**src/rtl/tfe_pkg.sv**
```systemverilog
package tfe_pkg;
  localparam logic [7:0] CODE_DATA = 8'h0A;
  localparam logic [7:0] CODE_POLL = 8'h0B;
  localparam logic [7:0] CODE_SCAN = 8'h0C;
  localparam int OFS_DATA   = 0;
  localparam int OFS_STAT   = 7;
  localparam int SCAN_FIRST = 1;
  localparam int SCAN_LAST  = 6;

  typedef enum logic [1:0] {K_NONE, K_DATA, K_POLL, K_SCAN} kind_t;
  typedef enum logic [1:0] {S_IDLE, S_ACC, S_GAP} seq_st_t;
endpackage

```
**src/rtl/tfe_cmd_decode.sv**
```systemverilog
module tfe_cmd_decode
  import tfe_pkg::*;
#(
  parameter int CODE_W = 8
) (
  input  logic [CODE_W-1:0] code,
  output kind_t             kind
);
  always_comb begin
    unique case (code)
      CODE_W'(CODE_DATA): kind = K_DATA;
      CODE_W'(CODE_POLL): kind = K_POLL;
      CODE_W'(CODE_SCAN): kind = K_SCAN;
      default:            kind = K_NONE;
    endcase
  end
endmodule

```
**src/rtl/tfe_seq.sv**
```systemverilog
module tfe_seq
  import tfe_pkg::*;
#(
  parameter int DATA_W  = 16,
  parameter int ADDR_W  = 3,
  parameter int CNT_W   = 16,
  parameter int BSY_BIT = 7
) (
  input  logic              clk,
  input  logic              rst,
  input  logic              start,
  input  kind_t             kind,
  input  logic [ADDR_W-1:0] sel_index,
  input  logic [CNT_W-1:0]  nbytes,
  input  logic              pio_rdy,
  input  logic [DATA_W-1:0] pio_rdata,
  output logic              pio_rd,
  output logic [ADDR_W-1:0] pio_addr,
  output logic              busy,
  output logic              wr_en,
  output logic [ADDR_W-1:0] wr_addr,
  output logic [DATA_W-1:0] wr_data,
  output logic              word_vld,
  output logic [DATA_W-1:0] word,
  output logic              done
);
  localparam logic [ADDR_W-1:0] A_DATA  = ADDR_W'(OFS_DATA);
  localparam logic [ADDR_W-1:0] A_STAT  = ADDR_W'(OFS_STAT);
  localparam logic [ADDR_W-1:0] A_FIRST = ADDR_W'(SCAN_FIRST);
  localparam logic [ADDR_W-1:0] A_LAST  = ADDR_W'(SCAN_LAST);

  seq_st_t           st;
  kind_t             cur;
  logic              single;
  logic [CNT_W-1:0]  remain;
  logic [CNT_W-1:0]  words_in;
  logic              last;

  assign words_in = (nbytes >> 1) + CNT_W'(nbytes[0]);

  always_comb begin
    unique case (cur)
      K_DATA:  last = (remain == CNT_W'(1));
      K_POLL:  last = !pio_rdata[BSY_BIT];
      K_SCAN:  last = single || (pio_addr == A_LAST);
      default: last = 1'b1;
    endcase
  end

  always_ff @(posedge clk) begin
    if (rst) begin
      st       <= S_IDLE;
      cur      <= K_NONE;
      single   <= 1'b0;
      remain   <= '0;
      pio_rd   <= 1'b0;
      pio_addr <= '0;
      busy     <= 1'b0;
      wr_en    <= 1'b0;
      wr_addr  <= '0;
      wr_data  <= '0;
      word_vld <= 1'b0;
      word     <= '0;
      done     <= 1'b0;
    end else begin
      wr_en    <= 1'b0;
      word_vld <= 1'b0;
      done     <= 1'b0;
      unique case (st)
        S_IDLE: begin
          if (start) begin
            cur    <= kind;
            single <= (sel_index != '0);
            unique case (kind)
              K_DATA: if (words_in != '0) begin
                remain   <= words_in;
                pio_addr <= A_DATA;
                pio_rd   <= 1'b1;
                busy     <= 1'b1;
                st       <= S_ACC;
              end
              K_POLL: begin
                pio_addr <= A_STAT;
                pio_rd   <= 1'b1;
                busy     <= 1'b1;
                st       <= S_ACC;
              end
              K_SCAN: begin
                pio_addr <= (sel_index == '0) ? A_FIRST : sel_index;
                pio_rd   <= 1'b1;
                busy     <= 1'b1;
                st       <= S_ACC;
              end
              default: ;
            endcase
          end
        end
        S_ACC: begin
          if (pio_rdy) begin
            pio_rd  <= 1'b0;
            wr_en   <= 1'b1;
            wr_addr <= pio_addr;
            wr_data <= pio_rdata;
            if (cur == K_DATA) begin
              word_vld <= 1'b1;
              word     <= pio_rdata;
              remain   <= remain - CNT_W'(1);
            end
            if (last) begin
              st   <= S_IDLE;
              busy <= 1'b0;
              done <= (cur != K_DATA);
            end else begin
              st <= S_GAP;
              if (cur == K_SCAN) pio_addr <= pio_addr + ADDR_W'(1);
            end
          end
        end
        S_GAP: begin
          pio_rd <= 1'b1;
          st     <= S_ACC;
        end
        default: st <= S_IDLE;
      endcase
    end
  end

  // strobe and offset held until the device answers
  a_r10_hold: assert property (@(posedge clk) disable iff (rst)
    (pio_rd && !pio_rdy) |=> (pio_rd && $stable(pio_addr)));
  // one idle cycle after each completed access
  a_r10_gap: assert property (@(posedge clk) disable iff (rst)
    (pio_rd && pio_rdy) |=> !pio_rd);
  a_r10_quiet_idle: assert property (@(posedge clk) disable iff (rst)
    !busy |-> !pio_rd);
  a_r3_poll_addr: assert property (@(posedge clk) disable iff (rst)
    (busy && cur == K_POLL) |-> (pio_addr == A_STAT));
  a_r4_scan_range: assert property (@(posedge clk) disable iff (rst)
    (pio_rd && cur == K_SCAN && !single) |-> (pio_addr >= A_FIRST && pio_addr <= A_LAST));
  a_r9_kind_stable: assert property (@(posedge clk) disable iff (rst)
    (busy && $past(busy)) |-> $stable(cur));
endmodule

```
**src/rtl/tfe_capture_ram.sv**
```systemverilog
module tfe_capture_ram #(
  parameter int DATA_W = 16,
  parameter int ADDR_W = 3
) (
  input  logic              clk,
  input  logic              we,
  input  logic [ADDR_W-1:0] waddr,
  input  logic [DATA_W-1:0] wdata,
  input  logic [ADDR_W-1:0] raddr,
  output logic [DATA_W-1:0] rdata
);
  localparam int DEPTH = 1 << ADDR_W;
  logic [DATA_W-1:0] mem [DEPTH];

  always_ff @(posedge clk) begin
    if (we) mem[waddr] <= wdata;
    rdata <= mem[raddr];
  end
endmodule

```
**src/rtl/tfe_irq.sv**
```systemverilog
module tfe_irq (
  input  logic clk,
  input  logic rst,
  input  logic set,
  input  logic clr,
  input  logic mask,
  output logic stat,
  output logic irq
);
  logic stat_n;
  assign stat_n = set | (stat & ~clr);

  always_ff @(posedge clk) begin
    if (rst) begin
      stat <= 1'b0;
      irq  <= 1'b0;
    end else begin
      stat <= stat_n;
      irq  <= stat_n & ~mask;
    end
  end

  a_r6_set: assert property (@(posedge clk) disable iff (rst) set |=> stat);
  a_r7_clear: assert property (@(posedge clk) disable iff (rst) (clr && !set) |=> !stat);
  a_r6_line_needs_stat: assert property (@(posedge clk) disable iff (rst) irq |-> stat);
  a_r6_mask_blocks: assert property (@(posedge clk) disable iff (rst) $past(mask) |-> !irq);
endmodule

```
**src/rtl/tf_pio_engine.sv**
```systemverilog
module tf_pio_engine
  import tfe_pkg::*;
#(
  parameter int CODE_W  = 8,
  parameter int DATA_W  = 16,
  parameter int ADDR_W  = 3,
  parameter int CNT_W   = 16,
  parameter int BSY_BIT = 7
) (
  input  logic              clk,
  input  logic              rst,
  input  logic              cmd_we,
  input  logic [CODE_W-1:0] cmd_code,
  input  logic [ADDR_W-1:0] tf_index,
  input  logic [CNT_W-1:0]  xfer_bytes,
  input  logic              irq_mask,
  input  logic              irq_clr,
  output logic              pio_rd,
  output logic [ADDR_W-1:0] pio_addr,
  input  logic [DATA_W-1:0] pio_rdata,
  input  logic              pio_rdy,
  output logic              busy,
  output logic              rd_vld,
  output logic [DATA_W-1:0] rd_word,
  input  logic [ADDR_W-1:0] cap_addr,
  output logic [DATA_W-1:0] cap_data,
  output logic              irq_stat,
  output logic              irq_out
);
  kind_t             kind;
  logic              wr_en;
  logic [ADDR_W-1:0] wr_addr;
  logic [DATA_W-1:0] wr_data;
  logic              done;

  tfe_cmd_decode #(.CODE_W(CODE_W)) u_dec (.code(cmd_code), .kind(kind));

  tfe_seq #(
    .DATA_W(DATA_W), .ADDR_W(ADDR_W), .CNT_W(CNT_W), .BSY_BIT(BSY_BIT)
  ) u_seq (
    .clk(clk), .rst(rst), .start(cmd_we), .kind(kind),
    .sel_index(tf_index), .nbytes(xfer_bytes),
    .pio_rdy(pio_rdy), .pio_rdata(pio_rdata),
    .pio_rd(pio_rd), .pio_addr(pio_addr), .busy(busy),
    .wr_en(wr_en), .wr_addr(wr_addr), .wr_data(wr_data),
    .word_vld(rd_vld), .word(rd_word), .done(done)
  );

  tfe_capture_ram #(.DATA_W(DATA_W), .ADDR_W(ADDR_W)) u_cap (
    .clk(clk), .we(wr_en), .waddr(wr_addr), .wdata(wr_data),
    .raddr(cap_addr), .rdata(cap_data)
  );

  tfe_irq u_irq (
    .clk(clk), .rst(rst), .set(done), .clr(irq_clr), .mask(irq_mask),
    .stat(irq_stat), .irq(irq_out)
  );

  // data-port reads never complete with an interrupt
  a_r2_no_irq_on_data: assert property (@(posedge clk) disable iff (rst)
    (rd_vld && !$past(irq_stat) && !irq_stat) |=> !irq_stat);
endmodule

```
**config.mk**
```make
export PLATFORM = sky130hd
export DESIGN_NAME = tf_pio_engine
export DESIGN_NICKNAME = d
export VERILOG_FILES = /design/src/rtl/tfe_pkg.sv /design/src/rtl/tfe_cmd_decode.sv /design/src/rtl/tfe_seq.sv /design/src/rtl/tfe_capture_ram.sv /design/src/rtl/tfe_irq.sv /design/src/rtl/tf_pio_engine.sv
export SDC_FILE = /design/constraint.sdc
export NUM_CORES = 1
export LEC_CHECK = 0
export ABC_AREA = 1
export BUFFER_PORTS_ARGS = -buffer_cell sky130_fd_sc_hd__buf_4
export CELL_PAD_IN_SITES_DETAIL_PLACEMENT = 1
export CELL_PAD_IN_SITES_GLOBAL_PLACEMENT = 2
export CORE_MARGIN = 2
export CORE_UTILIZATION = 33
export DETAILED_ROUTE_END_ITERATION = 12
export PLACE_DENSITY = 0.82
export SYNTH_ARGS = -nofsm -noshare
export SYNTH_HDL_FRONTEND = slang
export SYNTH_SLANG_ARGS = --single-unit
```
**constraint.sdc**
```tcl
create_clock -name clk -period 2 [get_ports clk]
set_input_delay 0.1 -clock clk [delete_from_list [all_inputs] [get_ports clk]]
set_output_delay 0.1 -clock clk [all_outputs]
set_load 0.02 [all_outputs]
```
==> out/qor.txt, run 1 <==
status = completed
R2R setup slack = 0.19 ns
Switching Fraction = 22.6%
GR Overflow Total = 0
clock sink total = 210
CP endpoint kind = register
Fmax = 553 MHz
Final Critical Period = 1.81 ns
global-route wire length before repair = 38.9 mm
Finish-stage setup viols = 0
WL/cell = 16.7 um
Met3 Wirelength = 901 um
Routed Wire Length = 24.3 mm
P_int = 7.21 mW
vias in the first global route = 7528
CTS max path bufs = 3
fillers = 3003
R2R cell count = 12
sequential fraction of the synthesis area = 61.2%
Max Slew Vio Count = 0
cell accounting for the most synthesized area = edfxtp_1
CP cell instances = inv_1 -> ha_1 -> a211o_1 -> o21ai_0 -> nand2_1 -> nand2_2 -> nand2_1 -> nand2_2 -> nand3_2 -> nand2_1 -> nand2_1 -> nor2_1
final net count = 1157
CP required = 2.46 ns
Num CTS Buffers = 23
H-tree depth = 1
clk_lat worst skew = 0.52 ns
full die area = 28500 um^2
detailed-route DRC error count = 0
RSZ-0062 raised after global routing = yes
io pins = 92
skew final = 0.0156 ns
sequential cell area = 5490 um^2
hold crit path type = in -> reg
Clock transition at path regs = 0.06 ns
starting density of the core = 33.4%
via count = 7159
core box area = 26800 um^2
number of cell rows = 60
Yosys reg bits = 210
gp weighted congestion = 0.769
post-synth top area share = 42.9%
Reg-to-Reg End = u_seq.pio_addr[0]$_SDFFE_PP0P_
maxcap violations = 0
Die Wd = 169 um
layout cells sized above 1 = 20.0%
CTS tree = done
Gate Count Post-Synth = 947
multi-input logic area = 3080 um^2
die height = 169 um
top post-synthesis cells by area = edfxtp_1, dfxtp_1, nor2_1, o21ai_0, nand2_1
CP peak stage delay = 0.37 ns
slowest cell on the critical path = dfxtp_2
Power Dens Cells = 820 nW/um^2
worst vdd ir = 516 uV
met2 wire length = 12.3 mm
Slew HR = 41.4%
Port Buffers = 91
worst hold margin = 0.0479 ns
Worst Setup Start Kind = register
post-DP HPWL = 16.4 mm
WP data arrival = 2.27 ns
Tcrit/Tclk final = 90.4%
total number of yosys warnings = 0
Logic pwr share = 7.2%
Routed Antenna Nets = 0
top sig layer = met4
Reg power frac = 49.4%
DRT iter0 DRCs = 274
most common cell after layout, fill and taps aside = nor2_1
drt pass-1 iters = 4
mapped cell area = 8960 um^2
syn_nets = 1005
worst r2r src = u_seq.pio_addr[0]$_SDFFE_PP0P_
most frequent cells in the layout = nor2_1, buf_4, nand2_1
Crit Path Max Fanout = 4
initial antenna violation count = 0
Critical path destination = u_seq.pio_addr[0]$_SDFFE_PP0P_
unique cell type count in the Yosys netlist = 39
Vias/cell = 4.91
WL met1 = 10.6 mm
clock share of power = 43.4%
# diodes = 0
Mapped Avg Cell Area = 9.46 um^2
Leakage = 4.34 nW
Critical Path Start = u_seq.pio_addr[0]$_SDFFE_PP0P_
Hold Fails Final Rpt = 0
most frequent CP cell = nand2_1
final core occ = 42.4%
kind of critical path = reg -> reg
area growth from synthesis to layout = 26.7%
Global Route Usage Sum = 17.1%
largest net degree at the start of global routing = 65
Psw = 2.10 mW
Root Driver = clkbuf_16
Worst-Margin Slew = 0.878 ns
==> per-stage QoR <==
step | std cells | setup WS, ns | instance area [um^2] | power (mW) | TNS, ns
6_report | 1457 | 0.191 | 11400 | 9.31 | 0
5_1_grt | 1457 | -0.00344 | 11400 | 9.65 | -0.00344
4_1_cts | 1455 | 0.0777 | 11300 | 9.41 | 0
3_5_place_dp | 1391 | -0.261 | 10400 | 5.33 | -4.26
3_3_place_gp | 1391 | -0.195 | 10400 | 5.32 | -2.73
2_1_floorplan | 947 | 0.120 | 8960 | 5.02 | 0
==> worst max-delay path: cells and delay by family, from the launching register on <==
kind / cells / cell delay (ns)
AND/OR/NAND/NOR: 8 / 0.73
flip-flops: 1 / 0.37
AO/OA/AOI/OAI: 2 / 0.35
adder cells (fa/ha/maj): 1 / 0.20
buffers and inverters: 1 / 0.09
==> Yosys cell counts (all sizes together) <==
cell type,number
a211o,1
a211oi,2
a21oi,43
a31oi,18
buf,11
clkbuf,34
clkinv,1
dfxtp,82
edfxtp,128
ha,6
inv,54
nand2,138
nand3,44
nand3b,3
nand4,15
nor2,218
nor3,5
nor4,2
o211ai,2
o21ai,110
o21bai,1
o22ai,18
or2,2
xnor2,2
xor2,7
==> sequential cells by signal, summed over array words and instances (netlist names) <==
signal and cells:
u_irq.stat 1, u_seq.pio_rd 1, u_seq.word_vld 1, u_cap.mem 128, u_irq.irq 1, u_seq.wr_data 16
u_seq.done 1, u_seq.busy 1, u_seq.wr_en 1, u_seq.single 1, u_seq.st 2, u_seq.wr_addr 3
u_seq.cur 2, u_seq.pio_addr 3, u_cap.rdata 16, u_seq.remain 16, u_seq.word 16
==> cell type report <==
class                   instances  area share [%]
clock buffers                  30            5.48
clock inverters                12           0.893
inverters                      55            1.85
multi-input cells             637            27.2
flip-flops and latches        210            48.3
well taps                     341            3.76
repair buffers                172            12.5
==> power groups by stage <==
stage          Combinational, mW  Clock, mW  Sequential, mW
2_1_floorplan              0.294          0            4.72
3_3_place_gp               0.634          0            4.69
3_5_place_dp               0.644          0            4.69
4_1_cts                    0.679       4.13            4.60
5_1_grt                    0.747       4.30            4.60
6_report                   0.672       4.04            4.60
==> kinds of logic after synthesis <==
family | Yosys count | synth area share [%]
compound gates | 195 | 11.7
simple gates | 427 | 20.7
xor+xnor | 9 | 0.880
fa+ha+maj | 6 | 0.838
flops | 210 | 61.2
buf+inv | 100 | 4.62
==> worst min path at each step <==
stage | startpoint | end | cells past startpoint
finish | cmd_code[0] | u_seq.cur[1]$_SDFFE_PP0P_ | 5
floorplan | irq_mask | u_irq.irq$_SDFF_PP0_ | 1
global placement | irq_mask | u_irq.irq$_SDFF_PP0_ | 2
global route | cmd_code[0] | u_seq.cur[1]$_SDFFE_PP0P_ | 5
CTS | cmd_code[0] | u_seq.cur[1]$_SDFFE_PP0P_ | 5
detailed placement | irq_mask | u_irq.irq$_SDFF_PP0_ | 2
==> per-layer routing <==
layer	GRT usage, %	up-vias
met5	0	-
met4	4.12	0
met3	2.78	33
met2	31.3	109
met1	21.1	3482
li1	-	3535
==> what timing repair did <==
| item | 4_1_cts | 5_1_grt |
|---|---|---|
| resized for setup | 0 | 8 |
| setup endpoints to repair | 0 | 10 |
| hold buffers | 22 | 0 |
| hold endpoints to repair | 36 | 0 |
| setup buffers | 0 | 2 |
No activity file was read; power rests on OpenSTA's default activity.
==> run 2: changes to the inputs <==
CELL_PAD_IN_SITES_DETAIL_PLACEMENT = not set   (was 1)
CELL_PAD_IN_SITES_GLOBAL_PLACEMENT = not set   (was 2)
CORE_UTILIZATION = 40   (was 33)
PLACE_DENSITY = 0.67   (was 0.82)
==> out/qor.txt, run 2 (synthesis gave the netlist of run 1 again) <==
largest net degree at the start of global routing = 65
Root Driver = clkbuf_16
Crit Path Max Fanout = 4
RSZ-0062 raised after global routing = no
via count = 7107
layout cells sized above 1 = 19.0%
kind of critical path = reg -> reg
fillers = 1989
R2R setup slack = 0.17 ns
overall power = 9.39 mW
worst vdd ir = 552 uV
Power Dens Cells = 839 nW/um^2
Max Slew Vio Count = 0
Fmax = 546 MHz
CP endpoint kind = register
Tcrit/Tclk final = 91.7%
starting density of the core = 40.9%
die height = 154 um
clock sink total = 210
most flop-heavy register = u_cap.mem
status = completed
final core occ = 51.1%
Vias/cell = 5.13
maxcap violations = 0
skew final = 0.0241 ns
io pins = 92
Slew HR = 46.8%
gp weighted congestion = 0.889
Clock transition at path regs = 0.06 ns
full die area = 23600 um^2
DRT iter0 DRCs = 400
WL/cell = 15.7 um
Critical Path Start = u_seq.pio_addr[0]$_SDFFE_PP0P_
most frequent cells in the layout = nor2_1, buf_4, nand2_1
Leakage = 4.28 nW
max FFs per register = 128
Global Route Usage Sum = 18.2%
GR Overflow Total = 0
Port Buffers = 91
# diodes = 0
CTS tree = done
most common cell after layout, fill and taps aside = nor2_1
number of cell rows = 54
Worst-Margin Slew = 0.797 ns
Finish-stage setup viols = 0
CTS max path bufs = 3
R2R cell count = 12
Num CTS Buffers = 23
Hold Fails Final Rpt = 0
Die Wd = 154 um
post-DP HPWL = 14.1 mm
clk_lat worst skew = 0.53 ns
worst r2r src = u_seq.pio_addr[0]$_SDFFE_PP0P_
hold crit path type = in -> reg
CP required = 2.44 ns
Reg-to-Reg End = u_seq.pio_addr[0]$_SDFFE_PP0P_
Routed Wire Length = 21.8 mm
area growth from synthesis to layout = 24.9%
drt pass-1 iters = 4
WP data arrival = 2.28 ns
vias in the first global route = 6931
detailed-route DRC error count = 0
Worst Setup Start Kind = register
H-tree depth = 1
Final Critical Period = 1.83 ns
global-route wire length before repair = 34.8 mm
worst hold margin = 0.0507 ns
initial antenna violation count = 0
Routed Antenna Nets = 0
core box area = 21900 um^2
final net count = 1147
Critical path destination = u_seq.pio_addr[0]$_SDFFE_PP0P_
## run 2: what timing repair did
| item | CTS | global route |
|---|---|---|
| hold buffers | 22 | 0 |
| setup endpoints to repair | 12 | 19 |
| buffers inserted | 2 | 0 |
| gates resized for setup | 1 | 6 |
| gates cloned | 0 | 0 |
| hold endpoints to repair | 36 | 0 |
| pin swaps | 0 | 0 |
## run 2: how the worst min path moves through the flow
stage                start                        end  slack, ns  cells after the start
3_5_place_dp      irq_mask       u_irq.irq$_SDFF_PP0_       0.26                      2
3_3_place_gp      irq_mask       u_irq.irq$_SDFF_PP0_       0.26                      2
5_1_grt        cmd_code[0]  u_seq.cur[0]$_SDFFE_PP0P_       0.09                      5
2_1_floorplan     irq_mask       u_irq.irq$_SDFF_PP0_       0.18                      1
6_report       cmd_code[0]  u_seq.cur[1]$_SDFFE_PP0P_       0.05                      5
4_1_cts        cmd_code[0]  u_seq.cur[1]$_SDFFE_PP0P_       0.07                      5
## run 2: layout make-up
type,count,area (um^2),area share [%]
Sequential cell,210,5490,49.0
Inverter,55,210,1.88
Multi-Input combinational cell,637,3080,27.5
Clock buffer,31,626,5.59
Tap cell,280,350,3.13
Timing Repair Buffer,162,1320,11.8
Clock inverter,10,119,1.06
## run 2: stage by stage
stage                     setup WS (ns)  instance area (um^2)  setup TNS [ns]  cells
final                             0.167                 11200               0   1385
after global placement           -0.146                 10200           -2.23   1320
after detailed placement         -0.171                 10200           -3.25   1320
after floorplan                   0.120                  8960               0    947
after global routing            0.00930                 11200               0   1385
after CTS                        0.0262                 11200               0   1385
## run 2: metal layers
| metal | vias up | share of wire, % | track usage, % |
|---|---|---|---|
| li1 | 3525 | - | - |
| met5 | - | 0 | 0 |
| met1 | 3372 | 44 | 22.9 |
| met2 | 165 | 49 | 32.1 |
| met3 | 45 | 4.2 | 2.48 |
| met4 | 0 | 3.0 | 6.82 |
## run 2: report_power, final
part | internal [mW] | switching (mW)
registers | 4.58 | 0.0164
logic | 0.274 | 0.370
clock network | 2.47 | 1.68
total | 7.33 | 2.07
## run 2: critical path, stage by stage (launching register included)
cell	delay, ns
dfxtp_2	0.35
inv_1	0.08
ha_1	0.21
a211o_1	0.30
o21ai_0	0.07
nand2_1	0.09
nand2_1	0.13
nand2_1	0.06
nand2_1	0.12
nand3_2	0.12
nand2_1	0.09
nand2_1	0.05
nor2_1	0.10
==> run 3: changes to the inputs <==
ABC_AREA = 0   (was 1)
==> out/qor.txt, run 3 <==
Worst Setup Start Kind = register
met3 usage = 2.65%
CP endpoint kind = register
WP data arrival = 2.24 ns
Die Wd = 153 um
Mapped Avg Cell Area = 12.8 um^2
Power Dens Cells = 819 nW/um^2
Clock transition at path regs = 0.06 ns
max FFs per register = 128
DRT iter0 DRCs = 432
CTS tree = done
skew final = 0.0115 ns
GR Overflow Total = 0
clk_lat worst skew = 0.51 ns
area growth from synthesis to layout = 26.6%
multi-input logic area = 3170 um^2
Gate Count Post-Synth = 690
most common cell after layout, fill and taps aside = buf_4
Setup TNS = 0 ns
post-DP HPWL = 12.8 mm
met1 usage = 22.4%
syn_nets = 748
number of cell rows = 54
WL/cell = 17.2 um
CP cell instances = or4_1 -> or4_1 -> a221oi_2 -> o32ai_1
Root Driver = clkbuf_16
post-synth top area share = 43.5%
Max Slew Vio Count = 0
Final Critical Period = 1.88 ns
M2 GR Usage = 28.2%
fraction of registers with async set/reset = 0%
RSZ-0062 raised after global routing = no
clock sink total = 210
top-count cell post-synth = edfxtp_1
Slew HR = 45.6%
fillers = 1869
maxcap violations = 0
global-route wire length before repair = 31.4 mm
sequential fraction of the synthesis area = 62.1%
H-tree depth = 1
Leakage = 3.83 nW
via count = 6053
CTS max path bufs = 3
starting density of the core = 40.6%
slowest cell on the critical path = or4_1
gp weighted congestion = 0.842
mapped cell area = 8840 um^2
top cells by count, synth = edfxtp_1, nand2_1, dfxtp_1
instance area at placement = 10200 um^2
worst hold margin = 0.0330 ns
Tcrit/Tclk final = 93.9%
initial antenna violation count = 0
unique cell type count in the Yosys netlist = 61
layout cells sized above 1 = 29.8%
largest net degree at the start of global routing = 78
Hold Fails Final Rpt = 0
Routed Antenna Nets = 0
core box area = 21800 um^2
hold path depth = 5
cell accounting for the most synthesized area = edfxtp_1
die height = 153 um
most flop-heavy register = u_cap.mem
final net count = 910
Num CTS Buffers = 23
Yosys reg bits = 210
full die area = 23300 um^2
worst vdd ir = 725 uV
drt pass-1 iters = 7
Fmax = 532 MHz
R2R cell count = 4
post-CTS setup buffer count = 0
most frequent CP cell = or4_1
Design Area, Final = 11200 um^2
top post-synthesis cells by area = edfxtp_1, dfxtp_1, mux4_2, nand2_1, a21oi_1
Finish-stage setup viols = 0
Vias/cell = 5.27
total number of yosys warnings = 0
Port Buffers = 91
vias in the first global route = 5903
status = completed
Post-synth EDFFs = 128
predominant post-synthesis flop cell = edfxtp_1
Global Route Usage Sum = 16.6%
Crit Path Max Fanout = 5
kind of critical path = reg -> reg
final core occ = 51.4%
Routed Wire Length = 19.8 mm
worst slack, placed = -0.171 ns
detailed-route DRC error count = 0
Worst-Margin Slew = 0.815 ns
most frequent cells in the layout = buf_4, edfxtp_1, nand2_1
CP peak stage delay = 0.54 ns
io pins = 92
sequential cell area = 5490 um^2
CP required = 2.36 ns
GRT Max-Usage Layer = met2
# diodes = 0
hold crit path type = in -> reg
slack of the critical path = 0.121 ns
[run 3: kinds of logic after synthesis]
logic type | share of synthesized area (%)
xor+xnor | 1.59
compound gates | 9.41
mux | 10.7
buf+inv | 2.59
simple gates | 12.8
fa+ha+maj | 0.849
flops | 62.1
[run 3: cell type report]
| cell class | instances | share of cell area, % |
|---|---|---|
| multi-input combinational | 430 | 28.4 |
| sequential | 210 | 49.0 |
| timing repair buffer | 180 | 12.7 |
| clock inverter | 8 | 0.783 |
| inverter | 7 | 0.235 |
| tap | 280 | 3.13 |
| clock buffer | 34 | 5.78 |
[run 3: critical path, delay by kind of cell (launching register included)]
kind            cells  cell delay [ns]
simple gates        2             1.05
flops               1             0.34
compound gates      2             0.33
[run 3: where the power goes]
part | total (mW) | switching (mW) | internal [mW]
clock network | 4.06 | 1.67 | 2.39
registers | 4.58 | 0.00982 | 4.57
logic | 0.523 | 0.248 | 0.275
[run 3: metrics by stage]
stage | instances | power [mW]
after floorplan | 690 | 4.93
after global placement | 1085 | 5.16
after detailed placement | 1085 | 5.16
after CTS | 1149 | 9.24
after global routing | 1149 | 9.46
final | 1149 | 9.16
[run 3: layer usage]
layer	part of all wire (%)	vias up
li1	-	2931
met1	45	2925
met2	49	175
met3	4.9	22
met4	1.4	0
met5	0	-
[run 3: path summary, 6_finish.rpt]
path | start | to | slack [ns]
hold reg to reg | u_seq.word[13]$_SDFFE_PP0P_ | u_seq.word[13]$_SDFFE_PP0P_ | 0.46
hold / removal | cmd_code[2] | u_seq.cur[1]$_SDFFE_PP0P_ | 0.03
setup / recovery | u_seq.remain[5]$_SDFFE_PP0P_ | u_seq.remain[11]$_SDFFE_PP0P_ | 0.12
setup reg to reg | u_seq.remain[5]$_SDFFE_PP0P_ | u_seq.remain[11]$_SDFFE_PP0P_ | 0.12
[run 3: repair_timing]
| item | 4_1_cts | 5_1_grt |
|---|---|---|
| hold buffers | 22 | 0 |
| setup endpoints to repair | 0 | 1 |
| endpoints found under the hold margin | 37 | 0 |
| gates resized for setup | 0 | 1 |
